<file path="src/rtl/dma_cfg_pkg.sv">
package dma_cfg_pkg;

  localparam int unsigned REG_AW = 8;

  localparam logic [REG_AW-1:0] OFS_CFG = 8'h04;
  localparam logic [REG_AW-1:0] OFS_PRI = 8'h08;
  localparam logic [REG_AW-1:0] OFS_ALT = 8'h0C;
  localparam logic [REG_AW-1:0] OFS_SWR = 8'h14;

  typedef enum logic [2:0] {
    SEL_NONE = 3'd0,
    SEL_CFG  = 3'd1,
    SEL_PRI  = 3'd2,
    SEL_ALT  = 3'd3,
    SEL_SWR  = 3'd4
  } reg_sel_e;

  // number of low pointer bits that must stay zero
  function automatic int unsigned align_bits(input int unsigned n_ch);
    return 5 + $clog2(n_ch);
  endfunction

  // byte distance from the primary structure to the alternate one
  function automatic int unsigned alt_offset(input int unsigned n_ch,
                                             input int unsigned slot_bytes);
    return (1 << $clog2(n_ch)) * slot_bytes;
  endfunction

endpackage

</file>
<file path="src/rtl/dma_cfg_decode.sv">
module dma_cfg_decode
  import dma_cfg_pkg::*;
(
  input  logic [REG_AW-1:0] addr,
  output reg_sel_e          sel
);
  always_comb begin
    unique case (addr)
      OFS_CFG: sel = SEL_CFG;
      OFS_PRI: sel = SEL_PRI;
      OFS_ALT: sel = SEL_ALT;
      OFS_SWR: sel = SEL_SWR;
      default: sel = SEL_NONE;
    endcase
  end
endmodule

</file>
<file path="src/rtl/dma_cfg_baseptr.sv">
module dma_cfg_baseptr
  import dma_cfg_pkg::*;
#(
  parameter int unsigned DW         = 32,
  parameter int unsigned NUM_CH     = 14,
  parameter int unsigned SLOT_BYTES = 16
) (
  input  logic          clk,
  input  logic          rst_n,
  input  logic          wr_pri,
  input  logic [DW-1:0] wdata,
  output logic [DW-1:0] pri_base,
  output logic [DW-1:0] alt_base
);
  localparam int unsigned ALIGN   = align_bits(NUM_CH);
  localparam int unsigned ALT_OFS = alt_offset(NUM_CH, SLOT_BYTES);
  localparam logic [DW-1:0] KEEP  = ~((DW'(1) << ALIGN) - DW'(1));

  logic [DW-1:0] pri_q;

  always_ff @(posedge clk or negedge rst_n) begin
    if (!rst_n)      pri_q <= '0;
    else if (wr_pri) pri_q <= wdata & KEEP;
  end

  assign pri_base = pri_q;
  assign alt_base = pri_q + DW'(ALT_OFS);
endmodule

</file>
<file path="src/rtl/dma_cfg_swreq.sv">
module dma_cfg_swreq #(
  parameter int unsigned NUM_CH = 14
) (
  input  logic              clk,
  input  logic              rst_n,
  input  logic              wr_swr,
  input  logic [NUM_CH-1:0] set_bits,
  input  logic [NUM_CH-1:0] done,
  input  logic              enable,
  output logic [NUM_CH-1:0] pending,
  output logic [NUM_CH-1:0] req
);
  for (genvar c = 0; c < NUM_CH; c++) begin : g_ch
    logic pend_q;
    logic set_c;
    assign set_c = wr_swr & set_bits[c];

    always_ff @(posedge clk or negedge rst_n) begin
      if (!rst_n)       pend_q <= 1'b0;
      else if (set_c)   pend_q <= 1'b1;   // a new request beats completion
      else if (done[c]) pend_q <= 1'b0;
    end

    assign pending[c] = pend_q;
    assign req[c]     = pend_q & enable;
  end
endmodule

</file>
<file path="src/rtl/dma_cfg_regs.sv">
module dma_cfg_regs
  import dma_cfg_pkg::*;
#(
  parameter int unsigned DW         = 32,
  parameter int unsigned NUM_CH     = 14,
  parameter int unsigned SLOT_BYTES = 16
) (
  input  logic              clk,
  input  logic              rst_n,
  input  logic [REG_AW-1:0] reg_addr,
  input  logic              reg_wr,
  input  logic [DW-1:0]     reg_wdata,
  output logic [DW-1:0]     reg_rdata,
  output logic              ctl_enable,
  output logic [DW-1:0]     ctl_pri_base,
  output logic [DW-1:0]     ctl_alt_base,
  output logic [NUM_CH-1:0] sw_req,
  input  logic [NUM_CH-1:0] ch_done
);
  reg_sel_e          sel;
  logic              en_q;
  logic [NUM_CH-1:0] pending;

  dma_cfg_decode u_dec (
    .addr (reg_addr),
    .sel  (sel)
  );

  always_ff @(posedge clk or negedge rst_n) begin
    if (!rst_n)                       en_q <= 1'b0;
    else if (reg_wr && sel == SEL_CFG) en_q <= reg_wdata[0];
  end

  dma_cfg_baseptr #(
    .DW(DW), .NUM_CH(NUM_CH), .SLOT_BYTES(SLOT_BYTES)
  ) u_ptr (
    .clk      (clk),
    .rst_n    (rst_n),
    .wr_pri   (reg_wr && sel == SEL_PRI),
    .wdata    (reg_wdata),
    .pri_base (ctl_pri_base),
    .alt_base (ctl_alt_base)
  );

  dma_cfg_swreq #(.NUM_CH(NUM_CH)) u_swr (
    .clk      (clk),
    .rst_n    (rst_n),
    .wr_swr   (reg_wr && sel == SEL_SWR),
    .set_bits (reg_wdata[NUM_CH-1:0]),
    .done     (ch_done),
    .enable   (en_q),
    .pending  (pending),
    .req      (sw_req)
  );

  assign ctl_enable = en_q;

  always_comb begin
    reg_rdata = '0;
    unique case (sel)
      SEL_CFG: reg_rdata[0] = en_q;
      SEL_PRI: reg_rdata = rst_n ? ctl_pri_base : '0;
      SEL_ALT: reg_rdata = rst_n ? ctl_alt_base : '0;
      SEL_SWR: reg_rdata[NUM_CH-1:0] = pending;
      default: reg_rdata = '0;
    endcase
  end
endmodule

</file>
<file path="config.mk">
export PLATFORM = sky130hd
export DESIGN_NAME = dma_cfg_regs
export DESIGN_NICKNAME = d
export VERILOG_FILES = /design/src/rtl/dma_cfg_pkg.sv /design/src/rtl/dma_cfg_decode.sv /design/src/rtl/dma_cfg_baseptr.sv /design/src/rtl/dma_cfg_swreq.sv /design/src/rtl/dma_cfg_regs.sv
export SDC_FILE = /design/constraint.sdc
export NUM_CORES = 1
export LEC_CHECK = 0
export BUFFER_PORTS_ARGS = -buffer_cell sky130_fd_sc_hd__buf_2
export CELL_PAD_IN_SITES_DETAIL_PLACEMENT = 1
export CELL_PAD_IN_SITES_GLOBAL_PLACEMENT = 2
export CORE_UTILIZATION = 22
export DETAILED_ROUTE_END_ITERATION = 10
export PLACE_DENSITY_LB_ADDON = 0.1
export SLEW_MARGIN = 5
export SYNTH_ARGS = -nofsm -noshare
export SYNTH_HDL_FRONTEND = slang
export SYNTH_SLANG_ARGS = --single-unit
</file>
<file path="constraint.sdc">
create_clock -name clk -period 1.4 [get_ports clk]
set_input_delay 0.07 -clock clk [delete_from_list [all_inputs] [get_ports clk]]
set_output_delay 0.07 -clock clk [all_outputs]
set_load 0.02 [all_outputs]
</file>
==> results.md <==
* H-tree levels at 2
* Status: completed
* Initial antenna violation count at 1
* Clk pwr share at around 33%
* Bufs on Longest Clock Path at 2
* RSZ-0062 raised after global routing: false
* Post-DRT Antenna Nets at 0
* I/O Buffers at ~150
* Max_cap viols at 0
* CTS buffer count at 5
* Synth warn at 0
* DIE AREA at 0.01066 mm^2
* Vias in the first global route at about 1800
* Iter 0 DRT Violations at 18
* Synthesized flop and latch total at 38
* Slew HR at between 60% and 70%
* Routed vias at approximately 1900
* Leak pwr at about 2 nW
* Final Max Slew Viols at 0
* # rows at 36
* CTS tree: built
* Setup CP Type: input port to output port
* Clk_lat worst skew at 0.28 ns
* GRT Total Usage at a little under an eighth
* Clock Skews at 0 ns
* Critical path peak fanout at 14
* Largest net degree at the start of global routing at 39
* Worst VDD drop at roughly 0.00033 V
* Die height at 103.3 um
* Most frequent cell after synthesis: buf_4
* Post-synth EDFFs at 0
* Async SR Flop Fraction at 100.0%
* Worst Hold Class: input port to flop
* Final instance area at 0.003251 mm^2
* Hpwl dp at approximately 4800 um
* Clock sinks at 38
* Core area at between 0.009 and 0.01 mm^2
* Final worst setup slack at a little over 0.09 ns
* Setup WS pre-CTS at -0.01192 ns
* Drt first pass iters at 3
* Vias per cell at around 3.9
* Most common library cells after synthesis: buf_4 (43), and2_1 (39), dfrtp_1 (38)
* Clock slew at reported path FFs at roughly 0.070 ns
* Area grow syn2layout at 44.09%
* Top-area cell type share of the netlist area at roughly 42%
* Cell accounting for the most synthesized area: dfrtp_1
* Comb pwr share at ~18%
* Internal at 1.715 mW
* Final Cycle Share at 93.37%
* Worst setup EP type: output port
* Avg WL per Cell at between 10 and 15 um
* Post-layout util at around a third
* Synth Area per Inst at 11.39 um^2
* Final net count at around 400
* Ant. Diodes at 0
* Io pins at around 170
* Final min period at around 1.3 ns
* Main synth FF type: dfrtp_1
* Mapped Area at about 0.0023 mm^2
* Required time worst endpoint at between 1 and 1.5 ns
* CP Launch Type: input port
* Slew @ Worst Pin at between 0.5 and 0.6 ns
* Register area share after synthesis at between 40% and 50%
* Drt total wl at 6305 um
* Fmax at approximately 770 MHz
* Dominant cells by area after synthesis: dfrtp_1 (42%), buf_4 (14%), mux2_4 (13%)
* Register share of total power at 49.0%
* Fillers at 1193
* CP arrival at about 1.2 ns
* Share of layout cells above drive strength 1 at 55.84%
* Cell Area, Placed at approximately 0.0030 mm^2
* Final setup viols at 0
* Initial Utilization at between 20% and 30%
* Final hold violations at 0
* Synth Instances at 198
* Root buf cell: clkbuf_8
* Grt total ovfl at 0
* DR DRC count at 0
* Switch share at ~28%
* Die Wd at approximately 100 um
* Post-synth cell types at 22
* Power Density at roughly 730 mW/mm^2
* NetSw at around 670 uW
* Routability cong. at approximately 0.68
* First-pass GRT wire length at around 9400 um
## state kept, by name, summed over array words and instances (netlist names)
name               flops
ctl_enable             1
u_ptr.pri_base        23
u_swr.g_ch.pend_q     14
## through the flow
step / hold WS, ns / TNS, ns / power, mW / instances
after floorplan: -0.2256 / 0 / 1.458 / 214
after global placement: 0.2014 / 0 / 1.570 / 456
after detailed placement: 0.2033 / -0.01358 / 1.574 / 456
after CTS: 0.002051 / 0 / 2.449 / 484
after global routing: 0.004928 / 0 / 2.513 / 484
final: 0.01825 / 0 / 2.386 / 484
## final timing paths
| kind | start | end | slack, ns | cells past startpoint |
|---|---|---|---|---|
| setup / recovery | reg_addr[4] | reg_rdata[13] | 0.09 | 6 |
| hold / removal | reg_wdata[26] | u_ptr.pri_base[26] | 0.02 | 2 |
| setup reg to reg | ctl_enable | ctl_enable | 0.46 | 1 |
| hold reg to reg | u_swr.g_ch[2].pend_q | u_swr.g_ch[2].pend_q | 0.53 | 1 |
| max in group asynchronous | rst_n | u_ptr.pri_base[26] | 0.61 | 3 |
| min in group asynchronous | rst_n | ctl_enable | 0.40 | 3 |
## final cells by class
class	count	area (um^2)	share of cell area, %
Inverter	14	52.55	1.617
Multi-Input combinational cell	112	944.7	29.06
Tap cell	133	166.4	5.119
Sequential cell	38	952.2	29.29
Clock buffer	7	86.33	2.656
Clock inverter	1	5.005	0.1540
Timing Repair Buffer	179	1044	32.10
## logic make-up (layout without fill, tap and decap cells)
group / after synthesis / in the layout / synth area share (%)
compound gates: 21 / 21 / 8.209
mux: 24 / 24 / 15.31
other cells: 2 / 18 / 0.3329
simple gates: 49 / 49 / 15.31
buf+inv: 64 / 201 / 18.69
flops: 38 / 38 / 42.15
## placed cells by master (no fill, tap or decap)
master         instances
and2_1                39
a22o_1                20
dlygate4sd3_1         19
dfrtp_2                1
and4_1                 2
buf_12                 2
nand4_4                1
conb_1                18
dfrtp_1               37
inv_1                 14
nor2_1                 1
and3_2                 1
buf_4                  9
clkbuf_8               6
mux2_2                 4
nor3_1                 1
buf_2                149
a32o_1                 1
nor2b_1                1
nor4b_2                1
clkinv_2               1
nor4_4                 1
nand3_1                1
clkbuf_1               1
mux2_4                20
## layer usage
layer	share of wire [%]	wire (um)	GRT usage, %
met1	45	2835	15.00
met2	47	2959	20.21
met3	6.7	420	2.621
met4	1.2	75	3.575
met5	0.21	13	0
## worst max-delay path: stages
cell and delay (ns):
buf_2 0.13, nor4_4 0.28, and4_1 0.25, buf_4 0.19
a22o_1 0.15, buf_2 0.16
## power by group through the flow
stage	Sequential, mW	Clock (mW)	Combinational (mW)
4_1_cts	1.17	0.852	0.426
6_report	1.17	0.798	0.419
3_5_place_dp	1.19	0	0.382
5_1_grt	1.18	0.875	0.459
3_3_place_gp	1.19	0	0.380
2_1_floorplan	1.22	0	0.235
## timing repair
action,in CTS,in global routing
pin swaps,1,0
hold buffers,19,0
hold endpoints to repair,56,0
resized for setup,1,1
buffers inserted,1,0
endpoints found under the setup margin,16,9
No activity file was read; power rests on OpenSTA's default activity.
